**config.mk**
```make
export PLATFORM = sky130hd
export DESIGN_NAME = raster_timing_gen
export DESIGN_NICKNAME = d
export VERILOG_FILES = /design/src/rtl/rtg_pkg.sv /design/src/rtl/rtg_counter.sv /design/src/rtl/rtg_edge_flop.sv /design/src/rtl/rtg_csync.sv /design/src/rtl/raster_timing_gen.sv
export SDC_FILE = /design/constraint.sdc
export NUM_CORES = 1
export LEC_CHECK = 0
export BUFFER_PORTS_ARGS = -buffer_cell sky130_fd_sc_hd__buf_2
export CORE_ASPECT_RATIO = 1.25
export CORE_MARGIN = 10
export CORE_UTILIZATION = 45
export DETAILED_ROUTE_END_ITERATION = 16
export PLACE_DENSITY_LB_ADDON = 0.12
export SYNTH_ARGS = -nofsm -noshare
export SYNTH_HDL_FRONTEND = slang
export SYNTH_HIERARCHICAL = 1
export SYNTH_SLANG_ARGS = --single-unit
```
**constraint.sdc**
```tcl
create_clock -name clk -period 2.4 [get_ports clk]
set_input_delay 0.12 -clock clk [delete_from_list [all_inputs] [get_ports clk]]
set_output_delay 0.12 -clock clk [all_outputs]
set_load 0.01 [all_outputs]
```
**src/rtl/rtg_pkg.sv**
```systemverilog
// Shared definitions for the raster timing generator.
// Assumes every counter and compare position uses the same width.
package rtg_pkg;
    localparam int CNT_W = 16;

    // Index of each compared strobe; horizontal ones come first
    typedef enum logic [1:0] {
        STB_HBLANK = 2'd0,
        STB_HSYNC  = 2'd1,
        STB_VBLANK = 2'd2,
        STB_VSYNC  = 2'd3
    } strobe_e;

    localparam int NUM_STB = 4;
endpackage

```
**src/rtl/rtg_counter.sv**
```systemverilog
// Horizontal and vertical beam position counters.
// Assumes h_total and v_total are held stable while the generator runs.
// While disabled, both counters are parked at zero.
module rtg_counter #(
    parameter int CW = rtg_pkg::CNT_W
) (
    input  logic          clk,
    input  logic          rst_n,
    input  logic          en,
    input  logic [CW-1:0] h_total,
    input  logic [CW-1:0] v_total,
    output logic [CW-1:0] h_cnt,
    output logic [CW-1:0] v_cnt
);
    logic line_end;
    logic frame_end;

    // Detect the last pixel of a line and the last line of a frame
    always_comb begin
        line_end  = (h_cnt == h_total);
        frame_end = (v_cnt == v_total);
    end

    // Horizontal position: count up, wrap at the line total
    always_ff @(posedge clk) begin
        if (!rst_n || !en)
            h_cnt <= '0;
        else if (line_end)
            h_cnt <= '0;
        else
            h_cnt <= h_cnt + 1'b1;
    end

    // Vertical position: step once per line, wrap at the frame total
    always_ff @(posedge clk) begin
        if (!rst_n || !en)
            v_cnt <= '0;
        else if (line_end)
            v_cnt <= frame_end ? '0 : v_cnt + 1'b1;
    end
endmodule

```
**src/rtl/rtg_edge_flop.sv**
```systemverilog
// Single strobe driven by a turn-on compare and a turn-off compare.
// Assumes the caller supplies the counter to compare and a qualifier that
// says in which cycles the compare counts. The turn-on match has priority.
// When disabled or in reset, the strobe sits at IDLE.
module rtg_edge_flop #(
    parameter int   CW   = rtg_pkg::CNT_W,
    parameter logic IDLE = 1'b0
) (
    input  logic          clk,
    input  logic          rst_n,
    input  logic          en,
    input  logic          qual,
    input  logic [CW-1:0] cnt,
    input  logic [CW-1:0] on_pos,
    input  logic [CW-1:0] off_pos,
    output logic          q,
    output logic          on_evt
);
    logic off_evt;

    // Qualified compare events for this cycle
    always_comb begin
        on_evt  = qual && (cnt == on_pos);
        off_evt = qual && (cnt == off_pos);
    end

    // Strobe state: the turn-on event wins, otherwise the turn-off event, otherwise hold
    always_ff @(posedge clk) begin
        if (!rst_n || !en)
            q <= IDLE;
        else if (on_evt)
            q <= 1'b1;
        else if (off_evt)
            q <= 1'b0;
    end
endmodule

```
**src/rtl/rtg_csync.sv**
```systemverilog
// Composite sync and vertical-blank onset pulse.
// Assumes the turn-on events come from the sync edge flops in the same cycle.
// Composite sync is forced off at its own position; that rule beats any turn-on event.
module rtg_csync (
    input  logic clk,
    input  logic rst_n,
    input  logic en,
    input  logic hs_on_evt,
    input  logic vs_on_evt,
    input  logic cs_off_hit,
    input  logic vb_on_evt,
    input  logic vb_level,
    output logic csync,
    output logic vb_pulse
);
    // Composite sync state
    always_ff @(posedge clk) begin
        if (!rst_n || !en)
            csync <= 1'b0;
        else if (cs_off_hit)
            csync <= 1'b0;
        else if (hs_on_evt || vs_on_evt)
            csync <= 1'b1;
    end

    // One-cycle marker when vertical blank is about to rise from low
    always_ff @(posedge clk) begin
        if (!rst_n || !en)
            vb_pulse <= 1'b0;
        else
            vb_pulse <= vb_on_evt && !vb_level;
    end
endmodule

```
**src/rtl/raster_timing_gen.sv**
```systemverilog
// Programmable raster timing generator top level.
// Assumes all position inputs are quasi-static configuration values.
// It instantiates the counters, one edge flop per strobe, and the composite-sync logic.
// Vertical strobes are qualified by the first pixel of each line.
module raster_timing_gen #(
    parameter int CW = rtg_pkg::CNT_W
) (
    input  logic          clk,
    input  logic          rst_n,
    input  logic          video_en,
    input  logic [CW-1:0] h_total,
    input  logic [CW-1:0] v_total,
    input  logic [CW-1:0] hblank_on,
    input  logic [CW-1:0] hblank_off,
    input  logic [CW-1:0] hsync_on,
    input  logic [CW-1:0] hsync_off,
    input  logic [CW-1:0] vblank_on,
    input  logic [CW-1:0] vblank_off,
    input  logic [CW-1:0] vsync_on,
    input  logic [CW-1:0] vsync_off,
    input  logic [CW-1:0] csync_off,
    output logic [CW-1:0] h_count,
    output logic [CW-1:0] v_count,
    output logic          hblank,
    output logic          hsync,
    output logic          vblank,
    output logic          vsync,
    output logic          blank,
    output logic          csync,
    output logic          vblank_pulse
);
    import rtg_pkg::*;

    logic [CW-1:0] on_arr  [NUM_STB];
    logic [CW-1:0] off_arr [NUM_STB];
    logic [NUM_STB-1:0] stb_q;
    logic [NUM_STB-1:0] stb_on_evt;
    logic line_start;
    logic cs_off_hit;

    rtg_counter #(.CW(CW)) u_cnt (
        .clk     (clk),
        .rst_n   (rst_n),
        .en      (video_en),
        .h_total (h_total),
        .v_total (v_total),
        .h_cnt   (h_count),
        .v_cnt   (v_count)
    );

    // Gather the compare positions into arrays indexed by strobe
    always_comb begin
        on_arr[STB_HBLANK]  = hblank_on;
        off_arr[STB_HBLANK] = hblank_off;
        on_arr[STB_HSYNC]   = hsync_on;
        off_arr[STB_HSYNC]  = hsync_off;
        on_arr[STB_VBLANK]  = vblank_on;
        off_arr[STB_VBLANK] = vblank_off;
        on_arr[STB_VSYNC]   = vsync_on;
        off_arr[STB_VSYNC]  = vsync_off;
        line_start          = (h_count == '0);
        cs_off_hit          = (h_count == csync_off);
    end

    for (genvar i = 0; i < NUM_STB; i++) begin : g_stb
        localparam bit   IS_VERT  = (i >= 2);
        localparam logic IDLE_LVL = (i == int'(STB_HBLANK)) || (i == int'(STB_VBLANK));
        rtg_edge_flop #(.CW(CW), .IDLE(IDLE_LVL)) u_edge (
            .clk     (clk),
            .rst_n   (rst_n),
            .en      (video_en),
            .qual    (IS_VERT ? line_start : 1'b1),
            .cnt     (IS_VERT ? v_count : h_count),
            .on_pos  (on_arr[i]),
            .off_pos (off_arr[i]),
            .q       (stb_q[i]),
            .on_evt  (stb_on_evt[i])
        );
    end

    rtg_csync u_cs (
        .clk        (clk),
        .rst_n      (rst_n),
        .en         (video_en),
        .hs_on_evt  (stb_on_evt[STB_HSYNC]),
        .vs_on_evt  (stb_on_evt[STB_VSYNC]),
        .cs_off_hit (cs_off_hit),
        .vb_on_evt  (stb_on_evt[STB_VBLANK]),
        .vb_level   (stb_q[STB_VBLANK]),
        .csync      (csync),
        .vb_pulse   (vblank_pulse)
    );

    // Drive the named strobe outputs and the combined blank
    always_comb begin
        hblank = stb_q[STB_HBLANK];
        hsync  = stb_q[STB_HSYNC];
        vblank = stb_q[STB_VBLANK];
        vsync  = stb_q[STB_VSYNC];
        blank  = stb_q[STB_HBLANK] | stb_q[STB_VBLANK];
    end
endmodule

```
* Word-level counts from Yosys, hierarchy flattened
Index checks and enable logic that the tools add are counted.
** Word-level totals
- Input bits :: 179
- Output and inout bits :: 39
- Flip-flop bits (word level) :: 38
- Bits in writable memories :: 0
- Memory bits (read-only) :: 0
- Memories kept :: 0
- Bits in latches :: 0
- Logic and storage cells :: 44
** Cells by class
- Multipliers :: 0
- Reductions and logical operators :: 17
- Order comparisons :: 0
- Shift operators :: 0
- Multiplexer cells :: 5
- Bitwise gates (word level) :: 1
- Add/sub/neg operators :: 2
- Div/mod/pow operators :: 0
- Equality and inequality tests :: 11
** Operators by type and width (number)
- 16-bit == test :: 11
- 16-bit by 1-bit adder with 16-bit output, second input constant :: 2
- 16-bit zero test :: 1
- 16-bit 2-to-1 mux :: 1
- 2-bit OR reduction :: 4
- 1-bit logical AND :: 5
- 1-bit 2-to-1 mux :: 4
- 2-bit nonzero test :: 2
- 1-bit zero test :: 3
- 1-bit logical OR :: 2
- 1-bit bitwise OR :: 1

* Longest topological paths before layout
Gate-level depths: netlist (run 1).
- Depth after elaboration :: 4
- Depth in mapped cells :: 7
- Gate-level depth less buffers :: 7

* Cells and area by module
The synthesis (run 1) kept the hierarchy.
** Modules (own cells, without submodules)
- rtg_counter :: cells an instance 212, area an instance 1823.0 um^2, times used 1, seq. area each 640.6 um^2
- rtg_edge_flop (g_stb[1].u_edge ...) :: cells an instance 48, area an instance 402.9 um^2, times used 2, seq. area each 20.0 um^2
- rtg_edge_flop (g_stb[0].u_edge ...) :: cells an instance 47, area an instance 384.1 um^2, times used 2, seq. area each 20.0 um^2
- raster_timing_gen :: cells an instance 28, area an instance 221.5 um^2, times used 1, seq. area each 0.0 um^2
- rtg_csync :: cells an instance 6, area an instance 78.8 um^2, times used 1, seq. area each 40.0 um^2

* Least setup slack after synthesis (run 1)
Ideal clock, no wire load.
- Path type :: reg-to-reg
- Start :: reg u_cnt.v_cnt[2]
- End :: reg u_cnt.v_cnt[15]
- Clock period less this slack :: 1931 ps
- Cell stages (with the launch flop) :: 7
- Path buffers :: 0
- Arrival time :: 1814 ps
- Slack :: 469 ps
- Cells stage by stage :: dfxtp_1 and4_4 nand4_4 or4_4 nor2_1 o21ai_1 a22o_1
** On the way
- Cells in the longest elaborated chain, start to end :: 2
- Elaborated cells on any way between the ends :: 3
** RTL lines
- start, declared :: RTL line rtg_counter.sv:13 : output logic [CW-1:0] v_cnt
- start signal, assigned :: RTL line rtg_counter.sv:39 : v_cnt <= frame_end ? '0 : v_cnt + 1'b1;
- 16-bit by 1-bit adder with 16-bit output or 16-bit == test (tied branches) :: RTL line rtg_counter.sv:39, rtg_counter.sv:21
- 16-bit 2-to-1 mux * :: RTL line rtg_counter.sv:39
Every way passes the cells marked *; elsewhere a longest branch is shown, timed or not.
A chain may end at the register's enable or synchronous reset.

* Worst setup path after layout (run 1)
- Start :: reg u_cnt.h_cnt[9]
- End :: reg u_cnt.v_cnt[10]
** On the way
- Cells in the longest elaborated chain, start to end :: 1
** RTL lines
- start, declared :: RTL line rtg_counter.sv:12 : output logic [CW-1:0] h_cnt,
- start signal, assigned :: RTL line rtg_counter.sv:31 : h_cnt <= h_cnt + 1'b1;
- 16-bit == test :: RTL line rtg_counter.sv:20 : line_end = (h_cnt == h_total);
No other way between the ends.

==> impl_metrics.yaml, run 1 <==
timing:
  finalCritPeriodShare_pct: 91.1
  fin_crit_ns: 2.19
  slew-limit-headroom_pct: 41.7
  final.setup.tns_ns: 0
  rsz0062_at_grt: "no"
  maxSlewViolCount: 0
  hold_violations: 0
  max_freq_ghz: 0.457
  tightest_slew_ns: 0.871
  setup_viol: 0
  finalClockSkew_ns: 0.0120
cts:
  cts_setup_buffers: 0
  cts_tree: "done"
  numCtsBuffers: 5
  htreeDepth: 2
  cts-hold-fix-buffers: 0
  post_cts_resize_count: 0
  cts_buffer_depth: 2
  clkLatencyLatePin_ns: 0.30
  cts.sinks: 38
  clkTransAtPathRegs_ns: 0.09
  cts_root_buf: "clkbuf_8"
synth:
  synth_compound_area_share_pct: 8.16
  synth_mux_area_share_pct: 0.271
  synthCells: 436
  synth.distinct_cells: 43
  avgSynthCellArea_um2: 8.48
  netlist_area_um2: 3700
  synth_top_family_by_area: "XOR/XNOR gates"
  yosys_warnings: 6
  synth_xor_xnor_area_share_pct: 44.5
  ys_ff_latch: 38
  synth-simple-area-share_pct: 23.7
  seq_area_frac_synth_pct: 20.6
  synth_adder_area_share_pct: 0.677
grt:
  grt_pass1_vias: 4620
  grt_start_max_net_pins: 19
  grt_overflow: 0
  grt_usage_pct: 23.2
  grt_pass1_wl_mm: 23.1
  antenna_found_initial: 0
die:
  die_area_um2: 12300
  ioPinCount: 218
  die_w_um: 101
  rows: 36
  initial_core_util_pct: 46.9
  die_h_um: 121
  coreArea_um2: 7880
place:
  post_dp_cell_area_um2: 5140
  dp_hpwl_mm: 12.6
  io_buffer_count: 217
  gp_congestion: 0.876
power_and_ir_drop:
  swShare_pct: 25.8
  p_int_w: 0.00115
  p_switching_w: 0.000399
  ir_worst_vdd_v: 0.000224
  powerDensity_nw_per_um2: 294
  combPwrFrac_pct: 23.6
  power_w: 0.00154
  p_leak_nw: 2.51
  power_frac_clock_pct: 35.3
  seqPwrFrac_pct: 41.0
layout:
  final_common_cell: "buf_2"
  drive_gt1_share_pct: 39.8
  final_net_count: 873
  finish.instance_area_um2: 5260
  final_cell_mix: "217 x buf_2, 103 x xnor2_1, 85 x xor2_1"
  area_growth_pct: 42.1
detailed_routing:
  wirelength_mm: 15.2
  vias: 4247
  drt-vias-per-instance: 5.38
  drt_first_pass_iters: 5
  drc_errors: 0
  wl_per_cell_um: 19.2
  drtIter0Drc: 135
  antenna_left: 0
worst_setup_path:
  r2r_slack_ns: 0.21
  worstSetupPathType: "reg2reg"
  worstPathRequired_ns: 2.64
  worst-path-max-fanout: 12
  endpoint_kind: "register"
  startpoint_type: "register"
  cp.arrival_ns: 2.42
min_path:
  hold_path.class: "in2reg"
outcome:
  status: "finished, final reports clean"
flow_run:
  max-cap-violations: 0
## Yosys cell counts (all sizes together)
library cell	count	share of area, %
a21o	2	0.41
a21oi	2	0.27
a22o	8	1.9
a31o	2	0.47
a31oi	2	0.34
a41o	2	0.54
and2b	1	0.20
and3	10	1.7
and4	2	0.54
buf	5	0.68
conb	1	0.10
dfxtp	38	21
ha	2	0.68
inv	13	1.3
mux2i	1	0.27
nand2	16	1.7
nand3	21	3.1
nand4	21	4.0
nand4b	2	0.47
nor2	23	2.3
nor2b	4	0.68
nor3	9	1.6
nor3b	1	0.34
nor4	29	5.9
o211a	2	0.54
o21ai	13	1.8
o22a	2	0.47
o22ai	5	0.85
o31ai	3	0.61
or2	3	0.51
or3	2	0.34
or4	1	0.30
xnor2	103	24
xor2	85	20
## path summary, 6_finish.rpt
check                    start                 to  depth (start not counted)
max             u_cnt/h_cnt[9]    u_cnt/v_cnt[10]                          5
min                   video_en  g_stb[0].u_edge/q                          2
max reg2reg     u_cnt/h_cnt[9]    u_cnt/v_cnt[10]                          5
min reg2reg  g_stb[2].u_edge/q      u_cs/vb_pulse                          1
## flip-flops by register name, indices dropped and copies added (netlist names)
register        count
g_stb.u_edge/q      4
u_cnt/h_cnt        16
u_cnt/v_cnt        16
u_cs/csync          1
u_cs/vb_pulse       1
## layout make-up
type | count | area, um2
inverters | 13 | 48.8
multi-input cells | 383 | 2870
diodes | 1 | 2.50
fillers | 706 | 2630
clock buffers | 5 | 68.8
flip-flops and latches | 38 | 761
well taps | 95 | 119
repair buffers | 251 | 1340
clock inverters | 3 | 40.0
## per-stage QoR
| stage | std cells | hold slack (ns) | utilization (%) | setup WS [ns] |
|---|---|---|---|---|
| after CTS | 788 | 0.124 | 66.6 | 0.288 |
| after floorplan | 439 | 0.216 | - | 0.469 |
| after global routing | 788 | 0.128 | 66.6 | 0.00859 |
| after global placement | 780 | 0.425 | 65.3 | 0.356 |
| final | 789 | 0.125 | 66.7 | 0.214 |
| after detailed placement | 780 | 0.429 | 65.3 | 0.320 |
## kinds of logic (layout without fill, tap and decap cells)
family	after synthesis	count (layout)
AOI/OAI and AO/OA	43	43
xor gates and xnor gates	188	188
adders and majority gates	2	2
buffers and inverters	18	272
DFF	38	38
muxes	1	1
other	1	5
and+or+nand+nor	145	145
## power by group through the flow
stage               clock network (W)  registers, W  logic [W]
detailed placement                  0      0.000649   0.000365
global placement                    0      0.000648   0.000354
CTS                          0.000555      0.000634   0.000366
finish                       0.000546      0.000634   0.000365
global route                 0.000581      0.000634   0.000398
floorplan                           0      0.000652   0.000158
## metal layers
layer,wire length (um),vias up,track usage (%)
met4,239,0,7.50
met2,7680,219,42.1
met1,5700,1975,23.9
li1,-,2034,-
met5,0,-,0
met3,1570,19,8.43
## worst max-delay path: stages (launching register included)
cell and delay (ns):
dfxtp_1 0.33, xor2_1 0.16, nor4_1 0.42, nand4_1 0.21, nor2_1 0.72, a41o_1 0.28
Note: power is estimated with default switching activity, not from simulation.
==> run 2: changes to the inputs <==
--- a/config.mk
+++ b/config.mk
@@ -10,3 +10,4 @@
 export CORE_MARGIN = 10
-export CORE_UTILIZATION = 45
+export CORE_UTILIZATION = 46
+export CTS_BUF_LIST = sky130_fd_sc_hd__clkbuf_4 sky130_fd_sc_hd__clkbuf_8
 export DETAILED_ROUTE_END_ITERATION = 16
==> constraint.sdc (replaced) <==
create_clock -name clk -period 2.4 [get_ports clk]
set_input_delay 0.36 -clock clk [delete_from_list [all_inputs] [get_ports clk]]
set_output_delay 0.36 -clock clk [all_outputs]
set_load 0.01 [all_outputs]
==> run 2 against run 1 <==
Net effect: worst hold slack better by 0.24 ns; register-to-register slack worse by 0.04 ns; first-iteration DRC count is 7.4% higher; cell count is 0.13% higher; design area is 0.12% lower; clock skew is 0.0032 ns lower; combinational power hardly changed; clock power is 14% lower.
==> impl_metrics.yaml, run 2 (synthesis results as in run 1) <==
outcome:
  status: "finished, final reports clean"
cts:
  cts_setup_buffers: 0
  cts.sinks: 38
  post_cts_resize_count: 0
  clkLatencyLatePin_ns: 0.29
  cts_root_buf: "clkbuf_8"
  numCtsBuffers: 5
  clkTransAtPathRegs_ns: 0.08
  htreeDepth: 2
  cts_tree: "done"
  cts-hold-fix-buffers: 0
  cts_buffer_depth: 2
timing:
  final.setup.tns_ns: 0
  fin_crit_ns: 2.22
  maxSlewViolCount: 0
  setup_viol: 0
  max_freq_ghz: 0.450
  finalCritPeriodShare_pct: 92.7
  slew-limit-headroom_pct: 45.6
  finalClockSkew_ns: 0.00883
  hold_violations: 0
  rsz0062_at_grt: "no"
  tightest_slew_ns: 0.813
detailed_routing:
  drtIter0Drc: 145
  wirelength_mm: 15.2
  drt_first_pass_iters: 4
  antenna_left: 0
  wl_per_cell_um: 19.2
  drt-vias-per-instance: 5.31
  drc_errors: 0
  vias: 4195
power_and_ir_drop:
  ir_worst_vdd_v: 0.000196
  powerDensity_nw_per_um2: 280
  p_leak_nw: 2.51
  power_frac_clock_pct: 31.9
  p_switching_w: 0.000398
  swShare_pct: 27.1
  seqPwrFrac_pct: 43.1
  combPwrFrac_pct: 25.0
  p_int_w: 0.00107
worst_setup_path:
  startpoint_type: "register"
  endpoint_kind: "register"
  worstPathRequired_ns: 2.64
  crit_family: "simple AND/OR/NAND/NOR gates"
  crit_slowest_cell: "nor2_1"
  critPathBufInv: 1
  worstSetupPathType: "reg2reg"
  worst-path-max-fanout: 12
  cp.arrival_ns: 2.46
  path_cells: "xor2_1 > nor4_1 > buf_4 > nand4_1 > nor2_1 > a41o_1"
  r2r_slack_ns: 0.18
  cpPeakStageDelay_ns: 0.70
layout:
  multi_input_comb_area_um2: 2870
  instances_no_fill: 790
  fill_cells: 707
  area_growth_pct: 42.0
  drive_gt1_share_pct: 39.9
  final_net_count: 874
  final_cell_mix: "217 x buf_2, 103 x xnor2_1, 85 x xor2_1"
  seqCellArea_um2: 761
  final_common_cell: "buf_2"
  top_regs: "u_cnt/h_cnt x16, u_cnt/v_cnt x16, g_stb.u_edge/q x4"
min_path:
  hold_path.class: "in2reg"
grt:
  grt_pass1_wl_mm: 22.7
  grt_usage_pct: 23.0
  grt_start_max_net_pins: 18
  antenna_found_initial: 1
  grt_pass1_vias: 4444
  grt_overflow: 0
die:
  coreArea_um2: 7840
  die_area_um2: 12000
  die_w_um: 100
  die_h_um: 120
  rows: 36
  initial_core_util_pct: 47.2
  ioPinCount: 218
place:
  io_buffer_count: 217
  gp_congestion: 0.923
  dp_hpwl_mm: 12.7
  dp_cells: 781
flow_run:
  max-cap-violations: 0
run 2: cell count changes in the layout (fill, tap and decap cells not counted), sizes merged:
cell,before,now
buf,251,252
clkbuf,5,6
clkinvlp,0,1
bufinv,1,0
clkinv,2,1
run 2: worst paths after layout:
path                                startpoint  cells after the start                 to
worst max-delay path            u_cnt/h_cnt[4]                      6    u_cnt/v_cnt[12]
worst min-delay path                  video_en                      2  g_stb[0].u_edge/q
worst max register to register  u_cnt/h_cnt[4]                      6    u_cnt/v_cnt[12]
worst min register to register  u_cnt/h_cnt[0]                      1     u_cnt/h_cnt[0]
run 2: metrics by stage:
stage          power (W)  setup WS, ns  cell area (um2)  utilization (%)  hold slack, ns
2_1_floorplan   0.000811         0.469             3710                -           0.456
3_3_place_gp     0.00100         0.113             5150             65.7           0.472
3_5_place_dp     0.00101         0.108             5150             65.7           0.483
4_1_cts          0.00148         0.218             5250             66.9           0.358
5_1_grt          0.00154        0.0708             5250             67.0           0.356
6_report         0.00147         0.175             5250             67.0           0.366
run 2: area by class of cell:
class	instances	area share [%]
Tap cell	95	2.26
Antenna cell	1	0.0477
Clock buffer	6	1.57
Sequential cell	38	14.5
Clock inverter	2	0.238
Multi-Input combinational cell	383	54.8
Inverter	13	0.930
Timing Repair Buffer	252	25.7
run 2: power groups by stage:
| stage | sequential, W | combinational, W | clock [W] |
|---|---|---|---|
| floorplan | 0.000652 | 0.000158 | 0 |
| global placement | 0.000648 | 0.000355 | 0 |
| detailed placement | 0.000648 | 0.000366 | 0 |
| CTS | 0.000633 | 0.000368 | 0.000477 |
| global route | 0.000634 | 0.000398 | 0.000509 |
| finish | 0.000633 | 0.000367 | 0.000469 |
run 2: layer usage:
| layer | up-vias | track usage, % | share of wire (%) |
|---|---|---|---|
| met2 | 205 | 42.6 | 50 |
| met3 | 20 | 7.41 | 10 |
| met5 | - | 0 | 0 |
| li1 | 2036 | - | - |
| met4 | 0 | 4.96 | 1.6 |
| met1 | 1934 | 24.6 | 39 |
==> run 3: changes to the inputs <==
Settings changed: CORE_ASPECT_RATIO 1.25 to default, CORE_UTILIZATION 46 to 40, HOLD_SLACK_MARGIN from default to 0.06.
==> run 3 against run 2 <==
Net effect: total power up 0.85%; critical path depth unchanged; critical path type unchanged; highest routed layer unchanged; global-route usage fell by 0.36 points; flip-flop and latch count did not move; worst hold slack better by 0.019 ns; clock skew down 0.0020 ns; design area grew 0.33%; setup slack improved by 0.096 ns; sequential share of layout area about the same.
==> impl_metrics.yaml, run 3 (synthesis results as in run 1) <==
cts:
  cts_root_buf: "clkbuf_8"
  post_cts_resize_count: 0
  cts_buffer_depth: 2
  numCtsBuffers: 5
  clkLatencyLatePin_ns: 0.29
  cts_tree: "done"
  cts_setup_buffers: 0
  cts-hold-fix-buffers: 0
  clkTransAtPathRegs_ns: 0.08
  cts.sinks: 38
  htreeDepth: 2
timing:
  slew-limit-headroom_pct: 62.7
  hold_violations: 0
  maxSlewViolCount: 0
  finalClockSkew_ns: 0.00680
  finalCritPeriodShare_pct: 88.7
  setup_ws_ns: 0.272
  final.setup.tns_ns: 0
  max_freq_ghz: 0.470
  rsz0062_at_grt: "no"
  fin_crit_ns: 2.13
  tightest_slew_ns: 0.555
  setup_viol: 0
outcome:
  status: "finished, final reports clean"
detailed_routing:
  drt_first_pass_iters: 5
  vias: 4231
  drt-vias-per-instance: 5.26
  wl_per_cell_um: 20.3
  antenna_left: 0
  drtIter0Drc: 309
  wirelength_mm: 16.4
  drc_errors: 0
layout:
  diodes: 0
  drive_gt1_share_pct: 39.9
  final_common_cell: "buf_2"
  instances_no_fill: 805
  final_net_count: 874
  seqCellArea_um2: 761
  final_cell_mix: "217 x buf_2, 103 x xnor2_1, 85 x xor2_1"
  area_growth_pct: 42.4
  top_regs: "u_cnt/h_cnt x16, u_cnt/v_cnt x16, g_stb.u_edge/q x4"
  multi_input_comb_area_um2: 2870
  fill_cells: 889
place:
  gp_congestion: 0.887
  dp_cells: 797
  io_buffer_count: 217
  pre_cts_ws_ns: 0.265
  dp_hpwl_mm: 13.6
worst_setup_path:
  crit_family: "simple AND/OR/NAND/NOR gates"
  cpPeakStageDelay_ns: 0.57
  startpoint_type: "register"
  cp.arrival_ns: 2.31
  critPathBufInv: 0
  endpoint_kind: "register"
  worstPathRequired_ns: 2.58
  crit_slowest_cell: "dfxtp_1"
  worstSetupPathType: "reg2reg"
  worst-path-max-fanout: 17
  path_cells: "xor2_1 > nor4_1 > nand4_1 > nand3_2 > o21ai_0 > a22o_1"
grt:
  busiest_layer: "met2"
  use_met1_pct: 27.6
  grtUsageMet2_pct: 39.1
  gr-usage-met3_pct: 5.19
  grt_overflow: 0
  grt_usage_pct: 22.7
  grt_start_max_net_pins: 18
  grt_pass1_vias: 4382
  grt_pass1_wl_mm: 23.8
  antenna_found_initial: 0
power_and_ir_drop:
  combPwrFrac_pct: 24.9
  ir_worst_vdd_v: 0.000186
  powerDensity_nw_per_um2: 281
  power_frac_clock_pct: 32.3
  p_switching_w: 0.000400
  swShare_pct: 27.0
  p_leak_nw: 2.51
  p_int_w: 0.00108
  seqPwrFrac_pct: 42.8
die:
  die_area_um2: 13500
  die_h_um: 116
  die_w_um: 116
  initial_core_util_pct: 40.6
  ioPinCount: 218
  coreArea_um2: 9110
  rows: 35
min_path:
  hold_path.class: "in2reg"
flow_run:
  max-cap-violations: 0
==> run 3: cell types whose count changed in the layout (fill, tap and decap cells not counted), sizes merged <==
cell / change
clkbuf: +1
clkinvlp: -1
diode: -1
==> run 3: power by group through the flow <==
stage | Sequential, W | Clock, W | Combinational (W)
final | 0.000635 | 0.000478 | 0.000369
after global routing | 0.000635 | 0.000525 | 0.000401
after CTS | 0.000635 | 0.000490 | 0.000368
after detailed placement | 0.000650 | 0 | 0.000365
after global placement | 0.000650 | 0 | 0.000358
after floorplan | 0.000652 | 0 | 0.000158
==> run 3: final timing paths <==
check,start,endpoint,slack [ns],cells after the start
worst max-delay path,u_cnt/h_cnt[4],u_cnt/v_cnt[4],0.27,6
worst min-delay path,rst_n,g_stb[0].u_edge/q,0.38,2
worst max register to register,u_cnt/h_cnt[4],u_cnt/v_cnt[4],0.27,6
worst min register to register,g_stb[2].u_edge/q,u_cs/vb_pulse,0.52,1
==> run 3: cell type report <==
class,count,area share (%)
repair buffers,252,25.6
well taps,111,2.64
multi-input cells,383,54.6
clock buffers,7,1.71
flip-flops and latches,38,14.4
clock inverters,1,0.0950
inverters,13,0.927
==> run 3: metrics by stage <==
stage | total power [W] | util [%] | cell area [um2] | hold WS, ns
2_1_floorplan | 0.000811 | - | 3710 | 0.456
3_3_place_gp | 0.00101 | 56.8 | 5170 | 0.494
3_5_place_dp | 0.00102 | 56.8 | 5170 | 0.516
4_1_cts | 0.00149 | 57.8 | 5270 | 0.377
5_1_grt | 0.00156 | 57.8 | 5270 | 0.395
6_report | 0.00148 | 57.8 | 5270 | 0.384
==> run 3: layer usage <==
metal	up-vias	part of all wire, %
met5	-	0
met4	0	1.6
met3	21	8.2
met2	174	49
met1	1999	41
li1	2037	-
